[config.mk]
export PLATFORM = sky130hd
export DESIGN_NAME = tflag_status
export DESIGN_NICKNAME = d
export VERILOG_FILES = /design/src/rtl/tflag_pkg.sv /design/src/rtl/tflag_decode.sv /design/src/rtl/tflag_bank.sv /design/src/rtl/tflag_irq.sv /design/src/rtl/tflag_status.sv
export SDC_FILE = /design/constraint.sdc
export NUM_CORES = 1
export LEC_CHECK = 0
export BUFFER_PORTS_ARGS = -buffer_cell sky130_fd_sc_hd__buf_4
export CORE_UTILIZATION = 40
export CTS_CLUSTER_SIZE = 30
export DETAILED_ROUTE_END_ITERATION = 16
export GPL_ROUTABILITY_DRIVEN = 1
export PLACE_DENSITY = 0.84
export SYNTH_ARGS = -nofsm -noshare
export SYNTH_HDL_FRONTEND = slang
export SYNTH_SLANG_ARGS = --single-unit
[constraint.sdc]
create_clock -name clk -period 4.1 [get_ports clk]
set_input_delay 0.615 -clock clk [delete_from_list [all_inputs] [get_ports clk]]
set_output_delay 0.615 -clock clk [all_outputs]
set_load 0.005 [all_outputs]
[src/rtl/tflag_pkg.sv]
package tflag_pkg;
    localparam int NCH      = 8;
    localparam int AW       = 5;
    localparam int DW       = 8;
    localparam int IDX_W    = $clog2(NCH);
    localparam int IDX_LSB  = 1;               // two bytes per channel
    localparam int OVF_BIT  = DW - 1;

    localparam logic [AW-1:0] A_CHFLG   = 5'h0E;
    localparam logic [AW-1:0] A_OVFLG   = 5'h0F;
    localparam logic [AW-1:0] A_CNT     = 5'h04;
    localparam logic [AW-1:0] A_CHBASE  = 5'h10;
    localparam logic [AW-1:0] CH_MASK   = ~(AW'((NCH * 2) - 1));

    typedef struct packed {
        logic           ovf;
        logic [NCH-1:0] ch;
    } flagvec_t;

    localparam int FW = $bits(flagvec_t);

    function automatic logic [IDX_W-1:0] chan_of(input logic [AW-1:0] a);
        return a[IDX_LSB +: IDX_W];
    endfunction

    function automatic logic is_chan(input logic [AW-1:0] a);
        return (a & CH_MASK) == A_CHBASE;
    endfunction

    function automatic logic is_cnt(input logic [AW-1:0] a);
        return a[AW-1:1] == A_CNT[AW-1:1];
    endfunction
endpackage

[src/rtl/tflag_decode.sv]
module tflag_decode
    import tflag_pkg::*;
(
    input  logic          bus_sel,
    input  logic          bus_wr,
    input  logic [AW-1:0] bus_addr,
    input  logic [DW-1:0] bus_wdata,
    input  logic          tmr_en,
    input  logic          acc_en,
    input  logic          fast_clr,
    input  logic [NCH-1:0] oc_mode,
    output flagvec_t      clr
);
    logic             wr_ok;
    logic [IDX_W-1:0] idx;

    always_comb begin
        clr   = '0;
        wr_ok = bus_sel && bus_wr && (tmr_en || acc_en);
        idx   = chan_of(bus_addr);
        // explicit write-one acknowledge
        if (wr_ok && bus_addr == A_CHFLG) clr.ch  = bus_wdata[NCH-1:0];
        if (wr_ok && bus_addr == A_OVFLG) clr.ovf = bus_wdata[OVF_BIT];
        // access side effects
        if (bus_sel && fast_clr) begin
            if (is_chan(bus_addr) && (bus_wr == oc_mode[idx])) clr.ch[idx] = 1'b1;
            if (is_cnt(bus_addr)) clr.ovf = 1'b1;
        end
    end
endmodule

[src/rtl/tflag_bank.sv]
module tflag_bank #(
    parameter int W = 9
) (
    input  logic         clk,
    input  logic         rst,
    input  logic [W-1:0] set,
    input  logic [W-1:0] clr,
    output logic [W-1:0] q
);
    for (genvar i = 0; i < W; i++) begin : g_bit
        always_ff @(posedge clk) begin
            if (rst)         q[i] <= 1'b0;
            else if (set[i]) q[i] <= 1'b1;   // set has priority
            else if (clr[i]) q[i] <= 1'b0;
        end
    end
endmodule

[src/rtl/tflag_irq.sv]
module tflag_irq
    import tflag_pkg::*;
(
    input  flagvec_t       flags,
    input  logic [NCH-1:0] chan_ie,
    input  logic           ovf_ie,
    output logic           irq
);
    always_comb irq = (|(flags.ch & chan_ie)) || (flags.ovf && ovf_ie);
endmodule

[src/rtl/tflag_status.sv]
module tflag_status
    import tflag_pkg::*;
(
    input  logic           clk,
    input  logic           rst,
    input  logic           bus_sel,
    input  logic           bus_wr,
    input  logic [AW-1:0]  bus_addr,
    input  logic [DW-1:0]  bus_wdata,
    output logic [DW-1:0]  bus_rdata,
    input  logic           tmr_en,
    input  logic           acc_en,
    input  logic           fast_clr,
    input  logic [NCH-1:0] oc_mode,
    input  logic [NCH-1:0] chan_evt,
    input  logic           ovf_evt,
    input  logic [NCH-1:0] chan_ie,
    input  logic           ovf_ie,
    output logic [NCH-1:0] chan_flag,
    output logic           ovf_flag,
    output logic           irq
);
    flagvec_t clr, setv, flags;

    assign setv.ch  = chan_evt;
    assign setv.ovf = ovf_evt;

    tflag_decode u_dec (
        .bus_sel(bus_sel), .bus_wr(bus_wr), .bus_addr(bus_addr),
        .bus_wdata(bus_wdata), .tmr_en(tmr_en), .acc_en(acc_en),
        .fast_clr(fast_clr), .oc_mode(oc_mode), .clr(clr)
    );

    tflag_bank #(.W(FW)) u_bank (
        .clk(clk), .rst(rst), .set(setv), .clr(clr), .q(flags)
    );

    tflag_irq u_irq (
        .flags(flags), .chan_ie(chan_ie), .ovf_ie(ovf_ie), .irq(irq)
    );

    always_comb begin
        bus_rdata = '0;
        if (bus_sel && !bus_wr) begin
            if (bus_addr == A_CHFLG) bus_rdata[NCH-1:0] = flags.ch;
            if (bus_addr == A_OVFLG) bus_rdata[OVF_BIT] = flags.ovf;
        end
    end

    assign chan_flag = flags.ch;
    assign ovf_flag  = flags.ovf;
endmodule

==> impl_metrics.yaml, run 1 <==
critical_path:
  cp.required_ps: 3480
  cpMaxStageDelayCell: "nor3_1"
  cpLargestDelayFamily: "simple AND/OR/NAND/NOR gates"
  cp_common_cell: "buf_4"
  critPathMaxFanout: 11
  crit_path_start_kind: "input pin"
  worstPathArrival_ps: 2050
  path_cells: "buf_4, nand4b_1, nor3_1, and2_1, buf_4"
  critPathKind: "in2out"
  cp-end-kind: "primary output"
  crit_buf_inv: 2
  slowest_delay_ps: 560
cells_and_area:
  nFillCells: 153
  final_nets: 204
  largest_reg_flops: 9
  layout-drive-gt1-share_pct: 45.2
  largest_register: "u_bank.q"
  top_regs: "u_bank.q (9)"
  syn2layout_area_growth_pct: 69.3
  n_antenna_cell: 0
pwr:
  swShare_pct: 28.3
  switching_power_w: 0.0000728
  power_frac_seq_pct: 39.3
  combPwrFrac_pct: 33.6
  powerDensity_nw_per_um2: 206
  vdd_drop_max_uv: 163
  internal_power_w: 0.000184
  clockPowerShare_pct: 27.1
  p_leak_nw: 0.640
clock_tree:
  htreeDepth: 1
  cts_setup_buffers: 0
  cts_tree: "done"
  worst_skew_pair.late_latency_ps: 260
  root_buffer: "clkbuf_4"
  cts_hold_buf: 0
  path_clk_slew_ps: 60
  post_cts_resized: 0
  cts.sinks: 9
  cts_buffers: 3
  clockBufferDepth: 2
outcome:
  status: "finished, final reports clean"
place:
  port_buffers: 63
  hpwl_mm: 1.89
  gp_congestion: 0.740
route:
  wire_per_inst_um: 12.7
  dr_total_vias: 974
  drtPass1Iterations: 4
  vias_per_cell: 5.35
  drcViolationCount: 0
  ant_nets: 0
  wirelength_mm: 2.31
  drtIter0Drc: 32
synthesis:
  synth.most_common_cell: "inv_1"
  syn_area_sq_um: 734
  syn_avg_cell_area_sq_um: 7.81
  synth-async-reset-ratio_pct: 0
  synth_cell_types: 25
  yosysSeqAreaShare_pct: 24.5
  syn_nets: 140
  ys_warn_count: 0
  ys_top_cells_by_count: "inv_1, nor2_1, a221oi_1, dfxtp_1, o41ai_1"
  synth_top_area_cell: "dfxtp_1"
  synth_top_area_share_pct: 24.5
  synth_ff_type: "dfxtp_1"
  synth_edf_count: 0
  synthTopCellsByArea: "dfxtp_1, a221oi_1, o41ai_1"
  ys_ff_latch: 9
  synthCells: 94
grt:
  antenna_found_initial: 0
  grt_max_degree: 12
  grt_pass1_vias: 875
  grt_pass1_wl_mm: 3.59
  overflow: 0
  grt.total_usage_pct: 24.2
worst_hold_path:
  worstHoldPathType: "reg2reg"
timing:
  period_needed_ps: 2670
  grt_setup_unrepaired: "false"
  holdWs_ps: 517
  max_slew_margin_pct: 54.6
  hold_viol: 0
  fmax_mhz: 375
  tns_ps: 0
  setup_viol: 0
  drv_slew: 0
  period_share_pct: 65.1
  fin_skew_ps: 0
  tightest_slew_ps: 678
floorplan:
  die-area_sq_um: 2010
  start_util_pct: 42.5
  die_w_um: 44.9
  std_cell_rows: 15
  die_h_um: 44.9
  core_area_sq_um: 1730
  ioPinCount: 64
flow_run:
  cap_violations: 0
==> power by group through the flow <==
stage / Sequential, W / Clock [W] / Combinational, W
2_1_floorplan: 0.000102 / 0 / 0.0000340
3_3_place_gp: 0.000102 / 0 / 0.0000846
3_5_place_dp: 0.000103 / 0 / 0.0000866
4_1_cts: 0.000101 / 0.0000721 / 0.0000868
5_1_grt: 0.000102 / 0.0000763 / 0.0000944
6_report: 0.000101 / 0.0000697 / 0.0000863
==> tightest hold or removal path, stage by stage, from the launching register on <==
cell and delay (ps):
dfxtp_1 330, o41ai_1 60, a221oi_1 70
==> layer usage <==
| layer | vias to the layer above | wire [um] | track usage [%] |
|---|---|---|---|
| met4 | 0 | 17 | 7.27 |
| met2 | 66 | 1160 | 45.0 |
| met3 | 3 | 288 | 5.20 |
| met5 | - | 0 | 0 |
| met1 | 426 | 852 | 27.5 |
| li1 | 479 | - | - |
==> per-stage QoR <==
stage                     cell area [sq um]  util [%]  worst slack [ps]  total power (W)  std cells
after floorplan                         734         -              1980         0.000136         94
after CTS                              1240      72.0              1430         0.000259        182
after global routing                   1240      72.0              1310         0.000273        182
after detailed placement               1220      70.4              1430         0.000189        178
final                                  1240      72.0              1430         0.000257        182
after global placement                 1220      70.4              1520         0.000187        178
==> final cells by class <==
| cell class | instances | area, sq um | share of cell area (%) |
|---|---|---|---|
| inverters | 16 | 60.1 | 4.83 |
| flip-flops and latches | 9 | 180 | 14.5 |
| clock inverters | 1 | 5.00 | 0.402 |
| repair buffers | 63 | 473 | 38.0 |
| multi-input cells | 65 | 472 | 37.9 |
| well taps | 25 | 31.3 | 2.52 |
| clock buffers | 3 | 22.5 | 1.81 |
==> placed cells by master, fill, tap and decap left out, types with 2 or more instances in the layout <==
cell type / instances
o41ai_1: 8
nand2_1: 4
inv_1: 16
nand2b_1: 3
nor2_1: 11
clkbuf_4: 3
mux2i_1: 5
a221oi_1: 9
mux2_4: 2
nand3_1: 2
dfxtp_1: 9
nor3_1: 4
buf_4: 63
and2_1: 7
==> worst paths after layout <==
path	endpoint	slack, ps	start	depth (start not counted)
min reg2reg	u_bank.q[3]	520	u_bank.q[3]	2
max	bus_rdata[1]	1430	bus_addr[4]	5
max reg2reg	u_bank.q[0]	3220	u_bank.q[0]	2
min	u_bank.q[3]	520	u_bank.q[3]	2
==> logic make-up (layout without fill, tap and decap cells) <==
kind of cell           Yosys count  in the layout  synth area share [%]
multiplexers                     8              8                  14.0
buffers and inverters           20             83                  11.2
flip-flops                       9              9                  24.5
AND/OR/NAND/NOR                 35             35                  24.5
AO/OA/AOI/OAI                   22             22                  25.7
Power figures use the tool's default switching activity.
==> inputs of run 2 (changes only) <==
CORE_UTILIZATION = 37   (was 40)
PLACE_DENSITY = 0.79   (was 0.84)
clock period = 2.5 ns   (was 4.1 ns; I/O delays follow)
==> run 2 against run 1 <==
Compared with the run above:
- sequential power up 63%
- die area increased by 7.7%
- critical path depth unchanged
- non-clock buffer count grew 1
- largest power group unchanged
==> impl_metrics.yaml, run 2 (same netlist as run 1, synthesis figures left out) <==
cells_and_area:
  top_regs: "u_bank.q (9)"
  layout-drive-gt1-share_pct: 44.9
  largest_register: "u_bank.q"
  final_common_cell: "buf_4"
  syn2layout_area_growth_pct: 70.2
  final_nets: 205
  final_util_pct: 69.4
  final_cell_mix: "buf_4, inv_1, nor2_1, a221oi_1, dfxtp_1"
  n_antenna_cell: 0
  largest_reg_flops: 9
critical_path:
  cp.required_ps: 2120
  path_cells: "buf_4, nand2b_1, nor3_1, and2_1, buf_4"
  critPathMaxFanout: 7
  r2r_start: "u_bank.q[1]"
  worstPathArrival_ps: 1460
  r2r_setup_slack_ps: 1570
  r2r-end: "u_bank.q[1]"
  critPathKind: "in2out"
  crit_path_start_kind: "input pin"
  crit_buf_inv: 2
  cp_common_cell: "buf_4"
  cp-end-kind: "primary output"
  r2r_cells: 2
  cpMaxStageDelayCell: "nor3_1"
  slowest_delay_ps: 460
  cpLargestDelayFamily: "simple AND/OR/NAND/NOR gates"
clock_tree:
  cts_hold_buf: 0
  worst_skew_pair.late_latency_ps: 250
  path_clk_slew_ps: 60
  cts_buffers: 3
  clockBufferDepth: 2
  post_cts_resized: 0
  cts_tree: "done"
  cts.sinks: 9
  root_buffer: "clkbuf_4"
  cts_setup_buffers: 0
  htreeDepth: 1
timing:
  setup_viol: 0
  drv_slew: 0
  tightest_slew_ps: 770
  fmax_mhz: 546
  hold_viol: 0
  fin_skew_ps: 0
  grt_setup_unrepaired: "false"
  max_slew_margin_pct: 48.4
  holdWs_ps: 335
  period_needed_ps: 1830
  period_share_pct: 73.2
  fin_ws_ps: 669
  tns_ps: 0
place:
  port_buffers: 63
  hpwl_mm: 1.86
  dpl_worst_slack_ps: 574
  gp_congestion: 0.732
floorplan:
  ioPinCount: 64
  core_area_sq_um: 1800
  die-area_sq_um: 2170
  die_w_um: 46.6
  start_util_pct: 40.8
  die_h_um: 46.6
  std_cell_rows: 15
grt:
  grt_pass1_vias: 831
  grt_pass1_wl_mm: 3.28
  grt.total_usage_pct: 21.6
  antenna_found_initial: 0
  grt_max_degree: 12
  overflow: 0
route:
  wirelength_mm: 2.27
  drcViolationCount: 0
  ant_nets: 0
  wire_per_inst_um: 12.4
  dr_total_vias: 971
  vias_per_cell: 5.31
  drtPass1Iterations: 4
  drtIter0Drc: 43
pwr:
  vdd_drop_max_uv: 236
  powerDensity_nw_per_um2: 335
  fin_total_pwr_w: 0.000419
  p_leak_nw: 0.642
worst_hold_path:
  hold_path_depth: 3
  min_to: "u_bank.q[8]"
  hold_start: "ovf_evt"
  worstHoldPathType: "in2reg"
outcome:
  status: "finished, final reports clean"
flow_run:
  cap_violations: 0
## run 2: routing by layer
layer / global-route usage [%] / part of all wire (%) / up-vias
met3: 3.53 / 12 / 8
met5: 0 / 0 / -
li1: - / - / 478
met4: 13.5 / 2.7 / 0
met2: 36.7 / 45 / 76
met1: 24.5 / 40 / 409
## run 2: through the flow
stage          area, sq um  cells
2_1_floorplan          734     94
3_3_place_gp          1220    179
3_5_place_dp          1220    179
4_1_cts               1250    183
5_1_grt               1250    183
6_report              1250    183
## run 2: where the power goes
| part | total [W] | switching (W) | internal, W |
|---|---|---|---|
| Clock | 0.000111 | 0.0000500 | 0.0000615 |
| Sequential | 0.000165 | 0.0000108 | 0.000154 |
| Combinational | 0.000142 | 0.0000534 | 0.0000890 |
| Total | 0.000419 | 0.000114 | 0.000305 |
## run 2: final cells by class
cell class | count | area [sq um]
repair buffers | 64 | 480
multi-input cells | 65 | 472
fillers | 153 | 552
inverters | 16 | 60.1
clock buffers | 4 | 26.3
flip-flops and latches | 9 | 180
well taps | 25 | 31.3
## run 2: worst reg2reg max path, delay by kind of cell, from the launching register on
family | cells | cell delay (ps)
AO/OA/AOI/OAI | 2 | 450
flip-flops | 1 | 380
## run 2: worst max path at each step
| stage | end | startpoint | slack, ps | cells past startpoint |
|---|---|---|---|---|
| 2_1_floorplan | u_bank.q[0] | bus_addr[1] | 750 | 5 |
| 3_3_place_gp | u_bank.q[0] | bus_addr[1] | 650 | 5 |
| 3_5_place_dp | u_bank.q[4] | bus_addr[1] | 570 | 5 |
| 4_1_cts | bus_rdata[5] | bus_wr | 660 | 5 |
| 5_1_grt | bus_rdata[5] | bus_wr | 580 | 5 |
| 6_report | bus_rdata[5] | bus_wr | 670 | 5 |
==> inputs of run 3 (changes only) <==
CORE_UTILIZATION = 33   (was 37)
PLACE_DENSITY = 0.74   (was 0.79)
clock period = 1.5 ns   (was 2.5 ns; I/O delays follow)
==> run 3 against run 2 <==
Compared with the run above:
- worst hold slack lost 160 ps
- critical endpoint is now irq
- largest power group is now combinational cells
- power grew 78%
- highest routed layer unchanged
- design area grew 13%
- final cell count grew 6.0%
- first-iteration DRC count shrank 79%
==> impl_metrics.yaml, run 3 (same netlist as run 1, synthesis figures left out) <==
outcome:
  status: "finished, final reports clean"
grt:
  grt_pass1_vias: 980
  busiest_layer: "met2"
  overflow: 0
  grt_max_degree: 12
  grt_use_met3_pct: 4.36
  use_met1_pct: 22.6
  grt.total_usage_pct: 21.2
  grt_pass1_wl_mm: 4.02
  grtUsageMet2_pct: 40.2
  antenna_found_initial: 0
route:
  drcViolationCount: 0
  wirelength_mm: 2.53
  dr_total_vias: 982
  drtPass1Iterations: 5
  wire_per_inst_um: 13.0
  drtIter0Drc: 9
  ant_nets: 0
  vias_per_cell: 5.06
cells_and_area:
  fin_area_sq_um: 1410
  largest_register: "u_bank.q"
  nFillCells: 175
  final_common_cell: "buf_4"
  layoutNonFillerInstCount: 194
  layout-drive-gt1-share_pct: 57.5
  final_nets: 214
  seq_area_sq_um: 183
  n_antenna_cell: 0
  multiInputGateArea_sq_um: 543
  largest_reg_flops: 9
  top_regs: "u_bank.q (9)"
  final_cell_mix: "buf_4, inv_1, nor2_1, a221oi_2, o41ai_1"
  syn2layout_area_growth_pct: 92.3
pwr:
  p_leak_nw: 0.711
  vdd_drop_max_uv: 370
  fin_total_pwr_w: 0.000746
  powerDensity_nw_per_um2: 528
critical_path:
  timing.critical_path.from: "u_bank.q[7]"
  cp-end-kind: "primary output"
  critPathMaxFanout: 4
  crit_path_start_kind: "flop"
  r2r_start: "u_bank.q[7]"
  r2r_cells: 3
  cp.required_ps: 1270
  critPathKind: "reg2out"
  worstPathArrival_ps: 1200
timing:
  hold_viol: 0
  tns_ps: 0
  fin_ws_ps: 73.9
  fin_skew_ps: 0
  grt_setup_unrepaired: "false"
  period_needed_ps: 1430
  drv_slew: 0
  fmax_mhz: 701
  max_slew_margin_pct: 71.8
  tightest_slew_ps: 417
  setup_viol: 0
  period_share_pct: 95.1
clock_tree:
  worst_skew_pair.late_latency_ps: 260
  cts.sinks: 9
  cts_hold_buf: 0
  htreeDepth: 1
  cts_tree: "done"
  cts_buffers: 3
  root_buffer: "clkbuf_4"
  path_clk_slew_ps: 60
  clockBufferDepth: 2
worst_hold_path:
  worstHoldPathType: "in2reg"
  hold_path_depth: 3
  hold_start: "ovf_evt"
place:
  dpl_worst_slack_ps: -176
  placedCellCount: 188
  gp_congestion: 0.708
  port_buffers: 63
  hpwl_mm: 2.06
  placed_area_sq_um: 1330
floorplan:
  ioPinCount: 64
  std_cell_rows: 16
  die_w_um: 49.2
  core_area_sq_um: 2020
  die-area_sq_um: 2420
  die_h_um: 49.2
  start_util_pct: 36.3
flow_run:
  cap_violations: 0
## run 3: final cells by class
type	count	share of cell area [%]
Multi-Input combinational cell	65	38.4
Clock buffer	4	1.86
Tap cell	27	2.39
Sequential cell	9	12.9
Timing Repair Buffer	73	40.1
Inverter	16	4.25
## run 3: what timing repair did
item / CTS / global route
setup endpoints to repair: 1 / 9
pin swaps: 0 / 3
buffers inserted: 0 / 3
resized for setup: 1 / 12
## run 3: worst paths after layout
kind              slack (ps)          end
setup reg to reg         530  u_bank.q[7]
hold reg to reg          540  u_bank.q[5]
hold / removal           180  u_bank.q[8]
setup / recovery          70          irq
## run 3: power by group
part           internal, W  total (W)  switching [W]
combinational     0.000171   0.000277       0.000105
clock             0.000103   0.000194      0.0000910
sequential        0.000258   0.000276      0.0000183
## run 3: metrics by stage
stage,util (%),hold WS (ps)
6_report,69.9,177
3_3_place_gp,65.7,437
5_1_grt,69.9,178
4_1_cts,67.3,168
2_1_floorplan,-,343
3_5_place_dp,65.7,442
## run 3: worst max-delay path, cell delays in order (launching register included)
cell and delay, ps:
dfxtp_1 350, a222oi_1 330, nand3_1 120, buf_4 150
## run 3: per-layer routing
layer,vias up,share of wire [%]
met5,-,0
met4,0,0.48
met3,2,8.4
met2,50,50
met1,431,41
li1,499,-
